**src/rtl/tlb_pair_pkg.sv**
```systemverilog
package tlb_pair_pkg;

   typedef enum logic [1:0] {
      EXC_MOD  = 2'd0,
      EXC_LOAD = 2'd1,
      EXC_STOR = 2'd2
   } tlb_exc_e;

   typedef struct packed {
      logic       legal;
      logic [4:0] shift;
   } page_dec_t;

   localparam int unsigned MIN_SHIFT = 12;
   localparam int unsigned MAX_SHIFT = 26;
   localparam logic [31:0] LOW_FILL  = 32'h0000_1FFF;

   // Turns a raw page-size mask into a page shift; odd masks are flagged illegal.
   function automatic page_dec_t decode_page(input logic [31:0] m);
      page_dec_t r;
      r.legal = 1'b0;
      r.shift = 5'(MIN_SHIFT);
      if (m == 32'd0) begin
         r.legal = 1'b1;
      end else begin
         for (int k = MIN_SHIFT; k <= MAX_SHIFT; k += 2) begin
            if ((m | LOW_FILL) == ((32'd1 << (k + 1)) - 32'd1)) begin
               r.legal = 1'b1;
               r.shift = 5'(k);
            end
         end
      end
      return r;
   endfunction

endpackage

```
**src/rtl/tlb_entry_store.sv**
```systemverilog
module tlb_entry_store #(
   parameter int NUM_ENTRIES = 8,
   parameter int VA_W        = 32,
   parameter int ASID_W      = 8,
   parameter int PFN_W       = 20,
   parameter int MASK_W      = 27,
   localparam int IDX_W      = $clog2(NUM_ENTRIES)
) (
   input  logic                                clk,
   input  logic                                rst_n,
   input  logic                                wr_en,
   input  logic [IDX_W-1:0]                    wr_idx,
   input  logic [MASK_W-1:0]                   wr_mask,
   input  logic [VA_W-14:0]                    wr_vpn2,
   input  logic [ASID_W-1:0]                   wr_asid,
   input  logic                                wr_global,
   input  logic [PFN_W-1:0]                    wr_pfn_even,
   input  logic                                wr_valid_even,
   input  logic                                wr_dirty_even,
   input  logic [PFN_W-1:0]                    wr_pfn_odd,
   input  logic                                wr_valid_odd,
   input  logic                                wr_dirty_odd,
   output logic [NUM_ENTRIES-1:0][MASK_W-1:0]  ent_mask,
   output logic [NUM_ENTRIES-1:0][VA_W-14:0]   ent_vpn2,
   output logic [NUM_ENTRIES-1:0][ASID_W-1:0]  ent_asid,
   output logic [NUM_ENTRIES-1:0]              ent_global,
   output logic [NUM_ENTRIES-1:0][PFN_W-1:0]   ent_pfn_even,
   output logic [NUM_ENTRIES-1:0]              ent_valid_even,
   output logic [NUM_ENTRIES-1:0]              ent_dirty_even,
   output logic [NUM_ENTRIES-1:0][PFN_W-1:0]   ent_pfn_odd,
   output logic [NUM_ENTRIES-1:0]              ent_valid_odd,
   output logic [NUM_ENTRIES-1:0]              ent_dirty_odd
);

   for (genvar e = 0; e < NUM_ENTRIES; e++) begin : g_slot
      logic sel;
      assign sel = wr_en && (wr_idx == IDX_W'(e));

      always_ff @(posedge clk or negedge rst_n) begin
         if (!rst_n) begin
            ent_mask[e]       <= '0;
            ent_vpn2[e]       <= '0;
            ent_asid[e]       <= '0;
            ent_global[e]     <= 1'b0;
            ent_pfn_even[e]   <= '0;
            ent_valid_even[e] <= 1'b0;
            ent_dirty_even[e] <= 1'b0;
            ent_pfn_odd[e]    <= '0;
            ent_valid_odd[e]  <= 1'b0;
            ent_dirty_odd[e]  <= 1'b0;
         end else if (sel) begin
            ent_mask[e]       <= wr_mask;
            ent_vpn2[e]       <= wr_vpn2;
            ent_asid[e]       <= wr_asid;
            ent_global[e]     <= wr_global;
            ent_pfn_even[e]   <= wr_pfn_even;
            ent_valid_even[e] <= wr_valid_even;
            ent_dirty_even[e] <= wr_dirty_even;
            ent_pfn_odd[e]    <= wr_pfn_odd;
            ent_valid_odd[e]  <= wr_valid_odd;
            ent_dirty_odd[e]  <= wr_dirty_odd;
         end
      end
   end

endmodule

```
**src/rtl/tlb_match_cell.sv**
```systemverilog
module tlb_match_cell
   import tlb_pair_pkg::*;
#(
   parameter int VA_W   = 32,
   parameter int ASID_W = 8,
   parameter int PFN_W  = 20,
   parameter int MASK_W = 27
) (
   input  logic [MASK_W-1:0] mask,
   input  logic [VA_W-14:0]  vpn2,
   input  logic [ASID_W-1:0] asid,
   input  logic              global_map,
   input  logic [PFN_W-1:0]  pfn_even,
   input  logic              valid_even,
   input  logic              dirty_even,
   input  logic [PFN_W-1:0]  pfn_odd,
   input  logic              valid_odd,
   input  logic              dirty_odd,
   input  logic [VA_W-1:0]   va,
   input  logic [ASID_W-1:0] cur_asid,
   output logic              hit,
   output logic [PFN_W-1:0]  sel_pfn,
   output logic              sel_valid,
   output logic              sel_dirty,
   output logic [VA_W-1:0]   off_mask
);

   localparam logic [VA_W-1:0] ONE = VA_W'(1);

   page_dec_t       dec;
   logic [VA_W-1:0] tag_addr;
   logic [VA_W-1:0] keep;
   logic [5:0]      cmp_lsb;
   logic            odd;
   logic            tag_ok;

   assign dec      = decode_page(32'(mask));
   assign cmp_lsb  = {1'b0, dec.shift} + 6'd1;
   assign tag_addr = {vpn2, 13'b0};
   assign keep     = ~((ONE << cmp_lsb) - ONE);
   assign off_mask = (ONE << dec.shift) - ONE;
   assign odd      = |((va >> dec.shift) & ONE);
   assign tag_ok   = (asid == cur_asid) || global_map;
   assign hit      = dec.legal && (((tag_addr ^ va) & keep) == '0) && tag_ok;

   assign sel_pfn   = odd ? pfn_odd   : pfn_even;
   assign sel_valid = odd ? valid_odd : valid_even;
   assign sel_dirty = odd ? dirty_odd : dirty_even;

endmodule

```
**src/rtl/tlb_hit_pick.sv**
```systemverilog
module tlb_hit_pick #(
   parameter int NUM_ENTRIES = 8,
   localparam int IDX_W      = $clog2(NUM_ENTRIES)
) (
   input  logic [NUM_ENTRIES-1:0] hits,
   output logic                   any,
   output logic [IDX_W-1:0]       idx
);

   always_comb begin
      any = |hits;
      idx = '0;
      for (int i = NUM_ENTRIES - 1; i >= 0; i--) begin
         if (hits[i]) idx = IDX_W'(i);
      end
   end

endmodule

```
**src/rtl/tlb_pair_lookup.sv**
```systemverilog
module tlb_pair_lookup
   import tlb_pair_pkg::*;
#(
   parameter int NUM_ENTRIES = 8,
   parameter int VA_W        = 32,
   parameter int ASID_W      = 8,
   parameter int PFN_W       = 20,
   parameter int MASK_W      = 27,
   localparam int IDX_W      = $clog2(NUM_ENTRIES),
   localparam int PA_W       = PFN_W + 12
) (
   input  logic              clk,
   input  logic              rst_n,
   input  logic              wr_en,
   input  logic [IDX_W-1:0]  wr_idx,
   input  logic [MASK_W-1:0] wr_mask,
   input  logic [VA_W-14:0]  wr_vpn2,
   input  logic [ASID_W-1:0] wr_asid,
   input  logic              wr_global,
   input  logic [PFN_W-1:0]  wr_pfn_even,
   input  logic              wr_valid_even,
   input  logic              wr_dirty_even,
   input  logic [PFN_W-1:0]  wr_pfn_odd,
   input  logic              wr_valid_odd,
   input  logic              wr_dirty_odd,
   input  logic              lk_req,
   input  logic [VA_W-1:0]   lk_va,
   input  logic [ASID_W-1:0] lk_asid,
   input  logic              lk_write,
   input  logic              lk_quiet,
   output logic              rsp_valid,
   output logic              rsp_ok,
   output logic              rsp_rw,
   output logic [PA_W-1:0]   rsp_pa,
   output logic              rsp_exc,
   output logic [1:0]        rsp_code,
   output logic              rsp_refill,
   output logic [VA_W-1:0]   rsp_bad_va,
   output logic [VA_W-14:0]  rsp_bad_vpn2,
   output logic [ASID_W-1:0] rsp_bad_asid
);

   // Elaboration-time parameter checks
   if (NUM_ENTRIES < 2) begin : g_chk_entries
      $error("tlb_pair_lookup: NUM_ENTRIES must be at least 2");
   end
   if (VA_W < 28 || VA_W > 64) begin : g_chk_va
      $error("tlb_pair_lookup: VA_W must cover bit 27 and stay within 64");
   end
   if (MASK_W < 13 || MASK_W > 32) begin : g_chk_mask
      $error("tlb_pair_lookup: MASK_W must lie in 13..32");
   end
   if (PA_W < 27) begin : g_chk_pa
      $error("tlb_pair_lookup: PFN_W too small to hold the largest page offset");
   end

   logic [NUM_ENTRIES-1:0][MASK_W-1:0] ent_mask;
   logic [NUM_ENTRIES-1:0][VA_W-14:0]  ent_vpn2;
   logic [NUM_ENTRIES-1:0][ASID_W-1:0] ent_asid;
   logic [NUM_ENTRIES-1:0]             ent_global;
   logic [NUM_ENTRIES-1:0][PFN_W-1:0]  ent_pfn_even;
   logic [NUM_ENTRIES-1:0]             ent_valid_even;
   logic [NUM_ENTRIES-1:0]             ent_dirty_even;
   logic [NUM_ENTRIES-1:0][PFN_W-1:0]  ent_pfn_odd;
   logic [NUM_ENTRIES-1:0]             ent_valid_odd;
   logic [NUM_ENTRIES-1:0]             ent_dirty_odd;

   tlb_entry_store #(
      .NUM_ENTRIES (NUM_ENTRIES),
      .VA_W        (VA_W),
      .ASID_W      (ASID_W),
      .PFN_W       (PFN_W),
      .MASK_W      (MASK_W)
   ) u_store (
      .clk            (clk),
      .rst_n          (rst_n),
      .wr_en          (wr_en),
      .wr_idx         (wr_idx),
      .wr_mask        (wr_mask),
      .wr_vpn2        (wr_vpn2),
      .wr_asid        (wr_asid),
      .wr_global      (wr_global),
      .wr_pfn_even    (wr_pfn_even),
      .wr_valid_even  (wr_valid_even),
      .wr_dirty_even  (wr_dirty_even),
      .wr_pfn_odd     (wr_pfn_odd),
      .wr_valid_odd   (wr_valid_odd),
      .wr_dirty_odd   (wr_dirty_odd),
      .ent_mask       (ent_mask),
      .ent_vpn2       (ent_vpn2),
      .ent_asid       (ent_asid),
      .ent_global     (ent_global),
      .ent_pfn_even   (ent_pfn_even),
      .ent_valid_even (ent_valid_even),
      .ent_dirty_even (ent_dirty_even),
      .ent_pfn_odd    (ent_pfn_odd),
      .ent_valid_odd  (ent_valid_odd),
      .ent_dirty_odd  (ent_dirty_odd)
   );

   logic [NUM_ENTRIES-1:0]            cell_hit;
   logic [NUM_ENTRIES-1:0][PFN_W-1:0] cell_pfn;
   logic [NUM_ENTRIES-1:0]            cell_valid;
   logic [NUM_ENTRIES-1:0]            cell_dirty;
   logic [NUM_ENTRIES-1:0][VA_W-1:0]  cell_off;

   for (genvar e = 0; e < NUM_ENTRIES; e++) begin : g_cell
      tlb_match_cell #(
         .VA_W   (VA_W),
         .ASID_W (ASID_W),
         .PFN_W  (PFN_W),
         .MASK_W (MASK_W)
      ) u_cell (
         .mask       (ent_mask[e]),
         .vpn2       (ent_vpn2[e]),
         .asid       (ent_asid[e]),
         .global_map (ent_global[e]),
         .pfn_even   (ent_pfn_even[e]),
         .valid_even (ent_valid_even[e]),
         .dirty_even (ent_dirty_even[e]),
         .pfn_odd    (ent_pfn_odd[e]),
         .valid_odd  (ent_valid_odd[e]),
         .dirty_odd  (ent_dirty_odd[e]),
         .va         (lk_va),
         .cur_asid   (lk_asid),
         .hit        (cell_hit[e]),
         .sel_pfn    (cell_pfn[e]),
         .sel_valid  (cell_valid[e]),
         .sel_dirty  (cell_dirty[e]),
         .off_mask   (cell_off[e])
      );
   end

   logic             any_hit;
   logic [IDX_W-1:0] win_idx;

   tlb_hit_pick #(
      .NUM_ENTRIES (NUM_ENTRIES)
   ) u_pick (
      .hits (cell_hit),
      .any  (any_hit),
      .idx  (win_idx)
   );

   logic [PFN_W-1:0] win_pfn;
   logic             win_valid;
   logic             win_dirty;
   logic [VA_W-1:0]  win_off;

   assign win_pfn   = cell_pfn[win_idx];
   assign win_valid = cell_valid[win_idx];
   assign win_dirty = cell_dirty[win_idx];
   assign win_off   = cell_off[win_idx];

   logic      nx_ok;
   logic      nx_rw;
   logic      nx_fail;
   logic      nx_exc;
   logic      nx_refill;
   tlb_exc_e  nx_code;
   logic [PA_W-1:0] nx_pa;
   tlb_exc_e  access_fault;

   assign access_fault = lk_write ? EXC_STOR : EXC_LOAD;

   always_comb begin
      nx_ok     = 1'b0;
      nx_rw     = 1'b0;
      nx_fail   = 1'b0;
      nx_refill = 1'b0;
      nx_code   = access_fault;
      if (any_hit) begin
         if (win_valid) begin
            if (win_dirty) begin
               nx_ok = 1'b1;
               nx_rw = 1'b1;
            end else if (!lk_write) begin
               nx_ok = 1'b1;
            end else begin
               nx_fail = 1'b1;
               nx_code = EXC_MOD;
            end
         end else begin
            nx_fail = 1'b1;
         end
      end else begin
         nx_fail   = 1'b1;
         nx_refill = 1'b1;
      end
      nx_exc = nx_fail && !lk_quiet;
      nx_pa  = nx_ok ? ((PA_W'(win_pfn) << 12) | PA_W'(lk_va & win_off)) : '0;
   end

   always_ff @(posedge clk or negedge rst_n) begin
      if (!rst_n) begin
         rsp_valid    <= 1'b0;
         rsp_ok       <= 1'b0;
         rsp_rw       <= 1'b0;
         rsp_pa       <= '0;
         rsp_exc      <= 1'b0;
         rsp_code     <= '0;
         rsp_refill   <= 1'b0;
         rsp_bad_va   <= '0;
         rsp_bad_vpn2 <= '0;
         rsp_bad_asid <= '0;
      end else begin
         rsp_valid    <= lk_req;
         rsp_ok       <= lk_req && nx_ok;
         rsp_rw       <= lk_req && nx_rw;
         rsp_pa       <= lk_req ? nx_pa : '0;
         rsp_exc      <= lk_req && nx_exc;
         rsp_code     <= (lk_req && nx_exc) ? nx_code : EXC_MOD;
         rsp_refill   <= lk_req && nx_exc && nx_refill;
         rsp_bad_va   <= (lk_req && nx_exc) ? lk_va : '0;
         rsp_bad_vpn2 <= (lk_req && nx_exc) ? lk_va[VA_W-1:13] : '0;
         rsp_bad_asid <= (lk_req && nx_exc) ? lk_asid : '0;
      end
   end

endmodule

```
**config.mk**
```make
export PLATFORM = sky130hd
export DESIGN_NAME = tlb_pair_lookup
export DESIGN_NICKNAME = d
export VERILOG_FILES = /design/src/rtl/tlb_pair_pkg.sv /design/src/rtl/tlb_entry_store.sv /design/src/rtl/tlb_match_cell.sv /design/src/rtl/tlb_hit_pick.sv /design/src/rtl/tlb_pair_lookup.sv
export SDC_FILE = /design/constraint.sdc
export NUM_CORES = 2
export LEC_CHECK = 0
export ABC_AREA = 1
export CORE_UTILIZATION = 50
export DETAILED_ROUTE_END_ITERATION = 8
export PLACE_DENSITY = 0.77
export SLEW_MARGIN = 30
export SYNTH_ARGS = -nofsm -noshare
export SYNTH_HDL_FRONTEND = slang
export SYNTH_SLANG_ARGS = --single-unit
```
**constraint.sdc**
```tcl
create_clock -name clk -period 3.3 [get_ports clk]
set_input_delay 0.99 -clock clk [delete_from_list [all_inputs] [get_ports clk]]
set_output_delay 0.99 -clock clk [all_outputs]
set_load 0.005 [all_outputs]
```
==> flow_summary_export.csv <==
group,metric,value,unit
status,status,"finished, violations left",
status,failed_checks,"negative setup slack",
hold_path,hold_path_class,"in -> async",
floorplan,io_pins,246,
global_route,grt_pass1_vias,38324,
clocking,cts_root_buf,"clkbuf_16",
global_route,grt_pass1_wl,241.4,mm
logic_synthesis,avgSynthCellArea,7.940,um2
pwr,p_sw,8.488,mW
critical_path,critPathLaunch,"u_store.ent_mask[96]",
floorplan,die_w,283.5,um
placement,hpwl,116.9,mm
timing,min_period_over_period,1.183,
global_route,overflow,0,
placement,dp.cells,6715,
floorplan,die_h,283.5,um
clocking,postCtsHoldBufs,0,
critical_path,cp-start-kind,"flip-flop",
critical_path,crit_end,"rsp_bad_vpn2[9]",
route,routed-wl-met2,70.70,mm
clocking,clk_pin_slew_worst_paths,0.07,ns
logic_synthesis,yosys-top-cells-area,"dfrtp_1 (48%), nand2_1 (12%), o21ai_0 (10%)",
critical_path,cp_max_fo,21,
route,ant_nets,0,
route,wl_per_cell,23.39,um
timing,max_slew.worst_pin.slew,1.156,ns
critical_path,end_kind,"flip-flop",
route,top_layer_used,"met5",
timing,fmax,0.2562,GHz
logic_synthesis,syn_inst,4990,
final_layout,drive_gt1_frac,0.2380,
route,vias_per_cell,5.725,
logic_synthesis,synth_common_cells,"nand2_1 (1259), o21ai_0 (813), dfrtp_1 (767), nor2_1 (427), inv_1 (352)",
route,wl_met3,17.61,mm
logic_synthesis,synth_area,39620,um2
final_layout,final_util,0.6853,
final_layout,fillCellCount,6153,
timing,clock-skew-final,0.03881,ns
clocking,cts_sinks,767,
logic_synthesis,synth_edf_count,0,
floorplan,start_util,0.5081,
clocking,h-tree-depth,3,
pwr,power.share.combinational,0.208,
logic_synthesis,ys_async_sr_fraction,1.000,
route,wirelength,162.6,mm
pwr,p_clk_frac,0.356,
critical_path,reg2regPathDepth,26,
placement,routabilityCongestion,1.101,
critical_path,r2r_end,"rsp_bad_vpn2[9]",
placement,pre_cts_slack,-1.696,ns
final_layout,area_growth,34.88,%
final_layout,final_area,53440,um2
timing,finalCriticalPeriod,3.903,ns
timing,rsz0062_at_grt,"yes",
global_route,grt_max_degree,173,
global_route,antenna_found_initial,5,
logic_synthesis,ys_seq_area_frac,0.4844,
route,drc,0,
timing,relSlewSlack,0.2193,
pwr,switching_share,0.3058,
route,routedLengthMet1,66.23,mm
logic_synthesis,synth_ff_type,"dfrtp_1",
pwr,internal_power,19.27,mW
critical_path,critical_path_arrival,4.41,ns
pwr,power_density,519.4,nW/um2
timing,fin_tns_setup,-44.23,ns
clocking,clk_latency,0.65,ns
clocking,cts_tree,"done",
floorplan,fp-row-count,102,
placement,portBuffers,232,
pwr,power.total,27.76,mW
floorplan,core,77980,um2
critical_path,reg2reg_from,"u_store.ent_mask[96]",
logic_synthesis,synth_top_area_frac,0.4844,
global_route,grt_use_total,0.4006,
timing,setup_slack,-0.6026,ns
clocking,cts.path.max_buffers,3,
pwr,cellLeakagePower,26.41,nW
timing,setup_viol,78,
floorplan,die_area,80370,um2
route,dr.pass1.iters,8,
job,drv_cap,0,
pwr,ir_drop,0.4896,mV
logic_synthesis,yosysMostFrequentCell,"nand2_1",
timing,hold_ws,0.3583,ns
logic_synthesis,synth_warnings,0,
logic_synthesis,synth_area_leader_cell,"dfrtp_1",
route,drtIter0Drc,5012,
clocking,numCtsBuffers,82,
logic_synthesis,yosys_register_bits,767,
critical_path,crit_type,"reg -> reg",
final_layout,layout.nets,6001,
critical_path,required,3.81,ns
final_layout,instances_no_fill,6954,
pwr,pwr-share-seq,0.436,
critical_path,r2r_setup_slack,-0.60,ns
route,via_count,39810,
logic_synthesis,synth.distinct_cells,63,
placement,placement.cell_area,48310,um2
timing,slew_violations,0,
timing,hold_violations,0,
per-layer routing:
metal,track usage,up-vias
li1,-,17967
met1,0.5543,19224
met2,0.6051,2173
met3,0.09011,440
met4,0.1723,6
met5,0,-
what timing repair did:
item                                    in CTS  in global routing
pin swaps                                   74                 92
cloned                                       6                  0
gates resized for setup                    205                194
buffers inserted                            54                 30
endpoints found under the setup margin      78                 78
sequential cells by signal, indices dropped and copies added, names as in the netlist:
signal and cells:
rsp_bad_asid 8, u_store.ent_pfn_odd 160, rsp_ok 1, rsp_bad_vpn2 18, u_store.ent_mask 112, rsp_code 2
rsp_rw 1, rsp_valid 1, u_store.ent_valid_even 8, u_store.ent_global 8, u_store.ent_asid 64, rsp_bad_va 14
u_store.ent_vpn2 152, rsp_refill 1, rsp_exc 1, rsp_pa 32, u_store.ent_dirty_odd 8, u_store.ent_dirty_even 8
u_store.ent_pfn_even 160, u_store.ent_valid_odd 8
cells by family after synthesis:
group | share of synthesized area
flops | 0.4844
fa+ha+maj | 0.002527
mux | 0.01841
xor+xnor | 0.04443
buf+inv | 0.07191
compound gates | 0.1499
other cells | 0.00009465
simple gates | 0.2283
cell type report:
| cell class | count | area (um2) | area share |
|---|---|---|---|
| repair buffers | 1058 | 9574 | 0.1792 |
| flip-flops and latches | 767 | 19190 | 0.3592 |
| clock inverters | 38 | 504.2 | 0.009436 |
| inverters | 396 | 1501 | 0.02810 |
| well taps | 1040 | 1301 | 0.02435 |
| multi-input cells | 3540 | 18970 | 0.3549 |
| clock buffers | 113 | 2391 | 0.04474 |
| diodes | 2 | 5.005 | 0.00009366 |
power by group through the flow:
stage | clock [mW] | combinational [mW] | sequential [mW]
6_report | 9.88 | 5.78 | 12.1
5_1_grt | 10.3 | 6.36 | 12.3
4_1_cts | 9.91 | 5.50 | 12.0
3_5_place_dp | 0 | 5.28 | 12.2
3_3_place_gp | 0 | 5.13 | 12.1
2_1_floorplan | 0 | 2.97 | 11.9
worst min-delay path by stage:
stage / startpoint / endpoint / slack (ns) / depth (start not counted)
2_1_floorplan: u_store.ent_pfn_even[0] / u_store.ent_pfn_even[0] / 0.45 / 2
3_3_place_gp: u_store.ent_pfn_even[19] / u_store.ent_pfn_even[19] / 0.46 / 2
3_5_place_dp: u_store.ent_pfn_even[78] / u_store.ent_pfn_even[78] / 0.47 / 2
4_1_cts: rst_n / u_store.ent_vpn2[33] / 0.35 / 1
5_1_grt: rst_n / u_store.ent_vpn2[33] / 0.38 / 1
6_report: rst_n / u_store.ent_vpn2[33] / 0.36 / 1
critical path, cell delays in order, from the launching register on:
cell and delay, ns:
dfrtp_1 0.38, inv_2 0.06, nor3_4 0.28, nand2_4 0.12, nor3_4 0.27, buf_6 0.17, buf_6 0.13, clkinvlp_4 0.18
buf_6 0.17, nand4_1 0.09, nor2_2 0.08, inv_1 0.05, o22ai_1 0.08, a211oi_2 0.32, o21ai_4 0.16, inv_2 0.10
buf_4 0.11, nand2_1 0.04, nand2_1 0.05, nand3_1 0.09, nand3_2 0.09, nand3_2 0.13, nand3_4 0.14, nand2_4 0.07
nand2_4 0.10, buf_12 0.18, nor2_1 0.06
placed cells by master (no fill, tap or decap), types with 16 or more instances in the layout:
cell,netlist,layout
nand2_1,1259,1197
o21ai_0,813,801
dfrtp_1,767,766
buf_4,21,711
nor2_1,427,339
inv_1,352,335
clkdlybuf4s50_1,0,218
nand3_1,231,191
xor2_1,129,126
a21oi_1,108,97
clkbuf_16,0,84
nor2_2,25,82
o211ai_1,76,76
xnor2_1,72,65
mux2i_1,65,65
buf_12,0,59
nand2_2,16,58
inv_2,40,52
buf_6,13,48
nand4_1,47,47
or2_2,43,43
nand3_2,10,40
nor2_4,6,37
nor3_1,44,34
nand2_4,6,24
o21ai_1,19,19
clkbuf_8,0,18
o2111ai_1,20,16
o22ai_1,19,16
conb_1,1,16
clkinv_2,0,16
(Power assumes the default switching activity.)
